[src/rtl/cyc_filt_pkg.sv]
package cyc_filt_pkg;

    localparam int DATA_W = 32;
    localparam int ADDR_W = 12;

    localparam logic [ADDR_W-1:0] OFF_FLT_LO = 12'h47C;
    localparam logic [ADDR_W-1:0] OFF_FLT_HI = 12'hA7C;
    localparam logic [ADDR_W-1:0] OFF_CNT_LO = 12'h0F8;
    localparam logic [ADDR_W-1:0] OFF_CNT_HI = 12'h0FC;

    localparam logic [DATA_W-1:0] FLT_LO_MASK = 32'hFDF0_0000;
    localparam logic [DATA_W-1:0] FLT_HI_MASK = 32'h0300_0000;

    typedef enum logic [1:0] {
        SEC_SECURE = 2'b00,
        SEC_NONSEC = 2'b01,
        SEC_REALM  = 2'b10,
        SEC_RSVD   = 2'b11
    } sec_e;

    typedef enum logic [1:0] {
        VEC_NONE      = 2'b00,
        VEC_NO_STREAM = 2'b01,
        VEC_NO_NORMAL = 2'b10,
        VEC_RSVD      = 2'b11
    } vec_e;

    typedef struct packed {
        logic p;
        logic u;
        logic ns_k;
        logic ns_u;
        logic h;
        logic top;
        logic sec_h;
        logic ntx;
        logic rl_k;
        logic rl_u;
        logic rl_h;
        vec_e vec;
    } filt_t;

    typedef struct packed {
        logic [1:0] level;
        sec_e       sec;
        logic       streaming;
        logic       txn;
    } ctx_t;

    function automatic filt_t unpack_filt(logic [DATA_W-1:0] lo, logic [DATA_W-1:0] hi);
        filt_t f;
        f.p     = lo[31];
        f.u     = lo[30];
        f.ns_k  = lo[29];
        f.ns_u  = lo[28];
        f.h     = lo[27];
        f.top   = lo[26];
        f.sec_h = lo[24];
        f.ntx   = lo[23];
        f.rl_k  = lo[22];
        f.rl_u  = lo[21];
        f.rl_h  = lo[20];
        f.vec   = vec_e'(hi[25:24]);
        return f;
    endfunction

    // Relative (secondary) bits: mismatch or match against the primary bit decides.
    function automatic logic level_block(filt_t f, ctx_t c);
        logic blk;
        blk = 1'b0;
        unique case (c.level)
            2'd0: begin
                unique case (c.sec)
                    SEC_SECURE: blk = f.u;
                    SEC_REALM:  blk = f.u ^ f.rl_u;
                    default:    blk = f.u ^ f.ns_u;
                endcase
            end
            2'd1: begin
                unique case (c.sec)
                    SEC_SECURE: blk = f.p;
                    SEC_REALM:  blk = f.p ^ f.rl_k;
                    default:    blk = f.p ^ f.ns_k;
                endcase
            end
            2'd2: begin
                unique case (c.sec)
                    SEC_SECURE: blk = (f.sec_h == f.h);
                    SEC_REALM:  blk = (f.rl_h == f.h);
                    default:    blk = ~f.h;
                endcase
            end
            default: blk = f.top ^ f.p;
        endcase
        return blk;
    endfunction

    function automatic logic vec_block(filt_t f, ctx_t c);
        unique case (f.vec)
            VEC_NO_STREAM: return c.streaming;
            VEC_NO_NORMAL: return ~c.streaming;
            default:       return 1'b0;
        endcase
    endfunction

endpackage

[src/rtl/cyc_filt_decode.sv]
module cyc_filt_decode
    import cyc_filt_pkg::*;
(
    input  filt_t filt,
    input  ctx_t  ctx,
    input  logic  enable,
    output logic  count_ok
);
    localparam int N_TERMS = 3;

    logic [N_TERMS-1:0] blk;

    always_comb begin
        blk[0] = level_block(filt, ctx);
        blk[1] = filt.ntx & ~ctx.txn;
        blk[2] = vec_block(filt, ctx);
    end

    assign count_ok = enable & ~(|blk);

    // The transactional filter is an absolute suppression, independent of level.
    always_comb begin
        if (filt.ntx && !ctx.txn)
            a_r6_ntx_blocks: assert (!count_ok);
    end

endmodule

[src/rtl/cyc_filt_regs.sv]
module cyc_filt_regs
    import cyc_filt_pkg::*;
#(
    parameter int CNT_W = 64
) (
    input  logic              clk,
    input  logic              rst,
    input  logic              wr,
    input  logic [ADDR_W-1:0] addr,
    input  logic [DATA_W-1:0] wdata,
    input  logic [CNT_W-1:0]  count,
    output filt_t             filt,
    output logic              cnt_wr_lo,
    output logic              cnt_wr_hi,
    output logic [DATA_W-1:0] rdata
);
    localparam int HALF = CNT_W / 2;

    logic [DATA_W-1:0] flt_lo_q;
    logic [DATA_W-1:0] flt_hi_q;

    always_ff @(posedge clk) begin
        if (rst) begin
            flt_lo_q <= '0;
            flt_hi_q <= '0;
        end else if (wr) begin
            if (addr == OFF_FLT_LO) flt_lo_q <= wdata & FLT_LO_MASK;
            if (addr == OFF_FLT_HI) flt_hi_q <= wdata & FLT_HI_MASK;
        end
    end

    assign filt      = unpack_filt(flt_lo_q, flt_hi_q);
    assign cnt_wr_lo = wr && (addr == OFF_CNT_LO);
    assign cnt_wr_hi = wr && (addr == OFF_CNT_HI);

    always_comb begin
        unique case (addr)
            OFF_FLT_LO: rdata = flt_lo_q;
            OFF_FLT_HI: rdata = flt_hi_q;
            OFF_CNT_LO: rdata = count[HALF-1:0];
            OFF_CNT_HI: rdata = count[CNT_W-1:HALF];
            default:    rdata = '0;
        endcase
    end

    a_r8_lo_reserved: assert property (@(posedge clk) disable iff (rst)
        (addr == OFF_FLT_LO) |-> ((rdata & ~FLT_LO_MASK) == '0));
    a_r8_hi_reserved: assert property (@(posedge clk) disable iff (rst)
        (addr == OFF_FLT_HI) |-> ((rdata & ~FLT_HI_MASK) == '0));

endmodule

[src/rtl/cyc_filt_counter.sv]
module cyc_filt_counter #(
    parameter int CNT_W = 64
) (
    input  logic             clk,
    input  logic             rst,
    input  logic             inc,
    input  logic             wr_lo,
    input  logic             wr_hi,
    input  logic [CNT_W/2-1:0] wdata,
    output logic [CNT_W-1:0] count
);
    localparam int HALF = CNT_W / 2;

    logic [CNT_W-1:0] cnt_q;

    always_ff @(posedge clk) begin
        if (rst)        cnt_q <= '0;
        else if (wr_lo) cnt_q <= {cnt_q[CNT_W-1:HALF], wdata};
        else if (wr_hi) cnt_q <= {wdata, cnt_q[HALF-1:0]};
        else if (inc)   cnt_q <= cnt_q + 1'b1;
    end

    assign count = cnt_q;

    a_r1_reset_zero: assert property (@(posedge clk)
        rst |=> (count == '0));
    a_r2_step: assert property (@(posedge clk) disable iff (rst)
        (inc && !wr_lo && !wr_hi) |=> (count == $past(count) + 1'b1));
    a_r2_hold: assert property (@(posedge clk) disable iff (rst)
        (!inc && !wr_lo && !wr_hi) |=> $stable(count));
    a_r9_wrap: assert property (@(posedge clk) disable iff (rst)
        (inc && !wr_lo && !wr_hi && (&count)) |=> (count == '0));
    a_r10_write_lo: assert property (@(posedge clk) disable iff (rst)
        wr_lo |=> (count[HALF-1:0] == $past(wdata)) &&
                  (count[CNT_W-1:HALF] == $past(count[CNT_W-1:HALF])));

endmodule

[src/rtl/cyc_filt_top.sv]
module cyc_filt_top
    import cyc_filt_pkg::*;
#(
    parameter int CNT_W = 64
) (
    input  logic              clk,
    input  logic              rst,
    input  logic              cnt_enable,
    input  logic [1:0]        ctx_level,
    input  logic [1:0]        ctx_sec,
    input  logic              ctx_streaming,
    input  logic              ctx_txn,
    input  logic              reg_wr,
    input  logic [ADDR_W-1:0] reg_addr,
    input  logic [DATA_W-1:0] reg_wdata,
    output logic [DATA_W-1:0] reg_rdata,
    output logic [CNT_W-1:0]  count_out,
    output logic              count_active
);
    filt_t filt;
    ctx_t  ctx;
    logic  count_ok;
    logic  wr_lo;
    logic  wr_hi;

    assign ctx.level     = ctx_level;
    assign ctx.sec       = sec_e'(ctx_sec);
    assign ctx.streaming = ctx_streaming;
    assign ctx.txn       = ctx_txn;

    cyc_filt_regs #(.CNT_W(CNT_W)) u_regs (
        .clk       (clk),
        .rst       (rst),
        .wr        (reg_wr),
        .addr      (reg_addr),
        .wdata     (reg_wdata),
        .count     (count_out),
        .filt      (filt),
        .cnt_wr_lo (wr_lo),
        .cnt_wr_hi (wr_hi),
        .rdata     (reg_rdata)
    );

    cyc_filt_decode u_decode (
        .filt     (filt),
        .ctx      (ctx),
        .enable   (cnt_enable),
        .count_ok (count_ok)
    );

    assign count_active = count_ok & ~wr_lo & ~wr_hi;

    cyc_filt_counter #(.CNT_W(CNT_W)) u_counter (
        .clk   (clk),
        .rst   (rst),
        .inc   (count_active),
        .wr_lo (wr_lo),
        .wr_hi (wr_hi),
        .wdata (reg_wdata),
        .count (count_out)
    );

    a_r11_needs_enable: assert property (@(posedge clk) disable iff (rst)
        count_active |-> cnt_enable);

endmodule

[config.mk]
export PLATFORM = sky130hd
export DESIGN_NAME = cyc_filt_top
export DESIGN_NICKNAME = d
export VERILOG_FILES = /design/src/rtl/cyc_filt_pkg.sv /design/src/rtl/cyc_filt_decode.sv /design/src/rtl/cyc_filt_regs.sv /design/src/rtl/cyc_filt_counter.sv /design/src/rtl/cyc_filt_top.sv
export SDC_FILE = /design/constraint.sdc
export NUM_CORES = 1
export LEC_CHECK = 0
export BUFFER_PORTS_ARGS = -buffer_cell sky130_fd_sc_hd__buf_4
export CORE_ASPECT_RATIO = 1.75
export CORE_MARGIN = 5
export CORE_UTILIZATION = 57
export CTS_CLUSTER_DIAMETER = 40
export DETAILED_ROUTE_END_ITERATION = 10
export PLACE_DENSITY_LB_ADDON = 0.1
export SLEW_MARGIN = 20
export SYNTH_ARGS = -nofsm -noshare
export SYNTH_HDL_FRONTEND = slang
export SYNTH_HIERARCHICAL = 1
export SYNTH_SLANG_ARGS = --single-unit
[constraint.sdc]
create_clock -name clk -period 6.38 [get_ports clk]
set_clock_uncertainty 0.15 [all_clocks]
set_input_delay 1.276 -clock clk [delete_from_list [all_inputs] [get_ports clk]]
set_output_delay 1.276 -clock clk [all_outputs]
set_load 0.02 [all_outputs]
# Word level (Yosys, flattened, before mapping)
# Index checks and enable logic that the tools add are counted.
[classes]
add_sub_neg = 1
n_eq_ne = 12
n_mux = 9
n_bitwise = 15
n_reduce_logical = 11
[op_table]
columns = ["op", "count"]
rows = [
  ["2-to-1 mux 64 bit", 2],
  ["case mux 32 bit (4 select lines)", 1],
  ["adder 64 x 1 -> 64 bit, second input constant", 1],
  ["2-to-1 mux 32 bit", 1],
  ["== test 12 x 8 -> 1 bit, second input constant", 2],
  ["== test 12 x 11 -> 1 bit, second input constant", 1],
  ["== test 12 bit, second input constant", 1],
  ["case mux 1 bit (2 select lines)", 4],
  ["AND reduction 2 bit", 4],
  ["== test 2 bit, second input constant", 3],
  ["NOT 1 bit", 6],
  ["bitwise XOR 1 bit", 5],
  ["bitwise AND 1 bit", 4],
  ["== test 2 x 1 -> 1 bit, second input constant", 2],
  ["logical NOT 2 bit", 2],
  ["nonzero test 2 bit", 2],
  ["case mux 1 bit (3 select lines)", 1],
  ["OR reduction 3 bit", 1],
  ["== test 1 bit", 2],
  ["logical AND 1 bit", 2],
  ["!= test 2 bit, second input constant", 1],
]
[totals]
ff_bits = 77
inputBits = 54
out_inout_bits = 97

# Depth between registers and ports, before layout
[logic_depth]
ltp_word = 11
depth_mapped = 14
mapped_depth_nobuf = 12

# Cells and area by module
# Netlist, hierarchy kept.
[by_module_without_submodules]
columns = ["module", "n_inst", "cells_each", "area_each_um2", "seq_area_each_um2"]
rows = [
  ["cyc_filt_counter", 1, 560, 4164.0, 1281.2],
  ["cyc_filt_regs", 1, 112, 1062.3, 260.2],
  ["cyc_filt_decode", 1, 22, 132.6, 0.0],
  ["cyc_filt_top", 1, 1, 12.5, 0.0],
]

# Least setup slack after synthesis
# OpenSTA, ideal clock, no wires.
[synth_path]
kind = "input-to-reg"
start = "input reg_addr[5]"
end = "register u_counter.cnt_q[29], in the netlist u_counter/count[29]"
arrival_ns = 4.462
required_ns = 6.139
path_slack_ns = 1.677
stages = 13
path_buffers = 4
path_cell_list = "nand3_1 > nor4_2 > buf_4 > buf_6 > and2_1 > nor3b_2 > buf_4 > nand2b_1 > buf_2 > or4_1 > or4_1 > or3_1 > a311oi_1"
[synth_lines]
columns = ["item", "line", "rtl"]
rows = [
  ["start: declaration", "cyc_filt_top.sv:14", "input logic [ADDR_W-1:0] reg_addr,"],
  ["== test 12 x 8 -> 1 bit", "cyc_filt_regs.sv:34", "assign cnt_wr_hi = wr && (addr == OFF_CNT_HI);"],
  ["logical AND 1 bit", "cyc_filt_regs.sv:34", ""],
  ["via wr_hi", "cyc_filt_top.sv:24", "logic wr_hi;"],
  ["NOT 1 bit", "cyc_filt_top.sv:51", "assign count_active = count_ok & ~wr_lo & ~wr_hi;"],
  ["bitwise AND 1 bit", "cyc_filt_top.sv:51", ""],
  ["via count_active", "cyc_filt_top.sv:18", "output logic count_active"],
  ["nonzero test 2 bit (no line)", "--", ""],
  ["AND reduction 2 bit (no line)", "--", ""],
  ["end signal: assignment", "cyc_filt_counter.sv:18", "else if (wr_lo) cnt_q <= {cnt_q[CNT_W-1:HALF], wdata};"],
  ["end signal: assignment", "cyc_filt_counter.sv:19", "else if (wr_hi) cnt_q <= {wdata, cnt_q[HALF-1:0]};"],
  ["end signal: assignment", "cyc_filt_counter.sv:20", "else if (inc) cnt_q <= cnt_q + 1'b1;"],
  ["end: declaration", "cyc_filt_counter.sv:14", "logic [CNT_W-1:0] cnt_q;"],
]
# The timed path passes the listed nets, and every way through them passes these cells.
# A chain may end at the register's enable or synchronous reset.

# Final worst setup path
[layout_path]
start = "input reg_addr[1]"
end = "register u_counter.cnt_q[35], in the netlist u_counter/count[35]"
[layout_via]
elab_chain_len = 7
[layout_rtl]
columns = ["item", "line", "rtl"]
rows = [
  ["== test 12 x 8 -> 1 bit (*)", "cyc_filt_regs.sv:33", "assign cnt_wr_lo = wr && (addr == OFF_CNT_LO);"],
  ["logical AND 1 bit (*)", "cyc_filt_regs.sv:33", ""],
  ["via wr_lo", "cyc_filt_top.sv:23", "logic wr_lo;"],
  ["NOT 1 bit (no line) (*)", "--", ""],
  ["bitwise AND 1 bit (2 in series)", "cyc_filt_top.sv:51", ""],
  ["nonzero test 2 bit (no line)", "--", ""],
  ["AND reduction 2 bit (no line) (*)", "--", ""],
]
# The timed path passes the listed nets; every way through them passes the cells marked *. The select of a mux whose other input is x is not followed.

==> impl_results.rst <==
.. list-table::
   :header-rows: 1

   * - Metric
     - Value
   * - Average wire per cell in the routed design
     - 21.42 um
   * - Count of TritonRoute iterations in the first routing pass
     - 7
   * - MaxCap Viol Count
     - 0
   * - Die Area
     - 0.01154 mm^2
   * - Required time at the endpoint of the critical path
     - 6.41 ns
   * - Total number of clock tree sinks
     - 77
   * - Seq. cell area
     - 0.001541 mm^2
   * - Cell internal pwr
     - between 800 and 900 uW
   * - First DRT Iteration DRCs
     - roughly 650
   * - Ratio of total power to cell area
     - 169.3 mW/mm^2
   * - Max-slew violations
     - 0
   * - Post-synthesis to final-layout area growth
     - 27.46%
   * - Clock Latency Late Sink
     - roughly 0.34 ns
   * - Clock buffers created by TritonCTS
     - 9
   * - Share of total power in combinational logic
     - 0.093
   * - Hold bufs inserted after CTS
     - 0
   * - Critical path endpoint category
     - register
   * - Static leakage
     - 0.002815 uW
   * - Number of placed I/O pins
     - 151
   * - # diodes
     - 0
   * - Final Wtd Congestion
     - 0.9918
   * - Final WL
     - 20310 um
   * - Count of state elements after synthesis
     - 77
   * - Quantity of gates resized following cts
     - 0
   * - Clk pwr share
     - 0.476
   * - Worst ir drop on vdd
     - between 100 and 150 uV
   * - Most common cell after layout, fill and taps aside
     - buf_4
   * - Sequential fraction of design power
     - 0.431
   * - Vias per std cell
     - 6.697
   * - Global-route wire length before repair
     - about 32000 um
   * - Number of rows in the core area
     - 47
   * - Async set-or-reset flop fraction in the synthesized netlist
     - 0
   * - Die Height
     - 138.4 um
   * - Worst hold slack across all endpoints
     - about 0.37 ns
   * - Overall global routing resource usage
     - 0.3379
   * - Fin crit period
     - 4.687 ns
   * - Nets
     - 876
   * - Post-synth design cell area
     - 0.005371 mm^2
   * - CTS HTree Levels
     - 3
   * - Filler Cell Count
     - 779
   * - Nets in the synthesized netlist
     - 750
   * - Total Power
     - ~1200 uW
   * - Largest net degree at the start of global routing
     - 84
   * - Starting Density
     - 0.5745
   * - Worst-path clk slew
     - 0.06 ns
   * - Max Fanout on Critical Path
     - 36
   * - Maximum number of buffers from clock root to sink
     - 2
   * - Final TNS setup
     - 0 ns
   * - Final-report hold violation count
     - 0
   * - Input/output buffers
     - 150
   * - Number of global-route vias before repair
     - 6147
   * - Worst min path class
     - register to register
   * - Highest Clock Rate
     - approximately 0.21 GHz
   * - Min-delay src
     - u_regs/flt_lo_q[24]
   * - Die extent in x
     - 83.38 um
   * - Routed Antenna Nets
     - 0
   * - Unrepaired setup endpoints after global routing
     - false
   * - Core Region
     - 0.009350 mm^2
   * - Vias after detailed routing
     - 6349
   * - Synth Instances
     - 695
   * - Period Utilization, post-route
     - 0.7346
   * - Worst Max-Slew Pin Slew
     - 1.035 ns
   * - Critical path arrival
     - 4.71 ns
   * - Post-synth top flop
     - dfxtp_1
   * - Most area-consuming cells after synthesis
     - dfxtp_1 29%, mux2i_1 6.5%, nor2_1 5.6%
   * - Relative slew slack
     - 0.3047
   * - Post-CTS setup buffer count
     - 0
   * - Unique masters post-synth
     - 66
   * - Count of final setup violators
     - 0
   * - Root Driver
     - clkbuf_16
   * - Clock tree from TritonCTS
     - yes
   * - HPWL after DPL
     - around 14000 um
   * - Most frequent cells in the layout
     - 161 x buf_4, 80 x nor2_1, 77 x dfxtp_1
   * - Sequential element share of the synthesized area
     - 0.2870
   * - Layout cell share with drive strength beyond 1
     - 0.2397
   * - Footprint of the multi-input gates
     - 0.003592 mm^2
   * - Mean cell area of the mapped netlist
     - 7.729 um^2
   * - EDFF count, synth
     - 0
   * - Yosys warning total
     - 6
   * - Share of the synthesized area in the top cell type
     - 0.2870
   * - Remaining global-route overflow
     - 0
   * - Initial antenna violation count
     - 0
   * - Number of DRC violations after detailed routing
     - 0
   * - Post-synth top area cell
     - dfxtp_1
   * - Run status
     - complete, no violations
   * - Worst r2r src
     - u_regs/flt_lo_q[21]
   * - Crit path from
     - reg_addr[1]
   * - Fraction of power spent switching nets
     - 0.2437
   * - Critical path type
     - input pin to register
   * - Net Switching
     - 282.4 uW
   * - Crit start category
     - input pin
   * - Share of the core filled with cells
     - 0.7322
## cells by family after synthesis
family | after synthesis | synth area share
compound gates | 166 | 0.2061
xor+xnor | 31 | 0.05055
fa+ha+maj | 1 | 0.002329
buf+inv | 55 | 0.04682
flops | 77 | 0.2870
mux | 37 | 0.06942
simple gates | 328 | 0.3378
## routing by layer
| metal | vias to the layer above | wire length [um] | track usage |
|---|---|---|---|
| met5 | - | 0 | 0 |
| li1 | 2832 | - | - |
| met4 | 0 | 1377 | 0.2515 |
| met2 | 453 | 9994 | 0.5723 |
| met3 | 110 | 1644 | 0.06250 |
| met1 | 2954 | 7293 | 0.3699 |
## area by class of cell
type,count,area share
clock buffer,11,0.03399
clock inverter,5,0.01243
multi-input combinational,563,0.5247
timing repair buffer,161,0.1765
inverter,9,0.004934
tap,122,0.02230
sequential,77,0.2251
## power by group through the flow
stage	Sequential [uW]	Clock, uW	Combinational, uW
after floorplan	513	0	40.9
after global placement	510	0	102
after detailed placement	510	0	105
after CTS	499	553	106
after global routing	501	576	114
final	500	551	108
## critical path, cell delays in order
cell and delay [ns]:
buf_4 0.11, or4b_4 0.55, nor4_4 0.21, buf_4 0.40
and2_1 0.23, buf_4 0.40, inv_1 0.15, buf_4 0.25
o21ai_2 0.30, buf_4 0.36, nor4_1 0.10, a21oi_1 0.21
o22ai_1 0.14
## stage by stage
stage,instances,cell area (um^2),setup slack [ns]
3_3_place_gp,932,6529,1.545
3_5_place_dp,932,6529,1.414
4_1_cts,948,6847,1.742
2_1_floorplan,695,5371,1.677
5_1_grt,948,6847,1.495
6_report,948,6847,1.693
## flip-flops by register name, summed over array words and instances (netlist names)
name             cells
u_regs/flt_lo_q     11
u_counter/count     64
u_regs/flt_hi_q      2
## cell usage after synthesis, types with 2 or more instances
| master | instances |
|---|---|
| mux2i_1 | 35 |
| nand2_1 | 68 |
| inv_1 | 9 |
| nand2b_1 | 6 |
| buf_6 | 4 |
| o2bb2ai_1 | 2 |
| buf_1 | 2 |
| and4_1 | 9 |
| xnor2_1 | 16 |
| o211ai_1 | 2 |
| nor4_4 | 3 |
| mux2_2 | 2 |
| and2_1 | 14 |
| dfxtp_1 | 77 |
| or4_1 | 8 |
| xor2_1 | 15 |
| a21oi_1 | 44 |
| or4b_2 | 2 |
| buf_2 | 3 |
| o21a_1 | 2 |
| a21o_1 | 7 |
| o22ai_1 | 8 |
| and3_1 | 17 |
| o21ai_0 | 26 |
| nand4_1 | 31 |
| nor2_1 | 80 |
| or2_2 | 2 |
| nand3_1 | 24 |
| a22oi_1 | 13 |
| or3_1 | 8 |
| nor2b_1 | 11 |
| a221o_1 | 6 |
| nand3b_1 | 8 |
| a211oi_1 | 6 |
| nor3_1 | 10 |
| a22o_1 | 27 |
| or4b_4 | 2 |
| nor4_1 | 12 |
| buf_4 | 3 |
| a31oi_1 | 12 |
| clkbuf_1 | 34 |
## worst paths after layout
kind                              end  slack (ns)  depth (start not counted)
setup / recovery  u_counter/count[35]        1.69                         13
hold / removal    u_regs/flt_lo_q[24]        0.37                          2
setup reg to reg  u_counter/count[29]        2.49                         11
hold reg to reg   u_regs/flt_lo_q[24]        0.37                          2
Power figures use the tool's default switching activity.
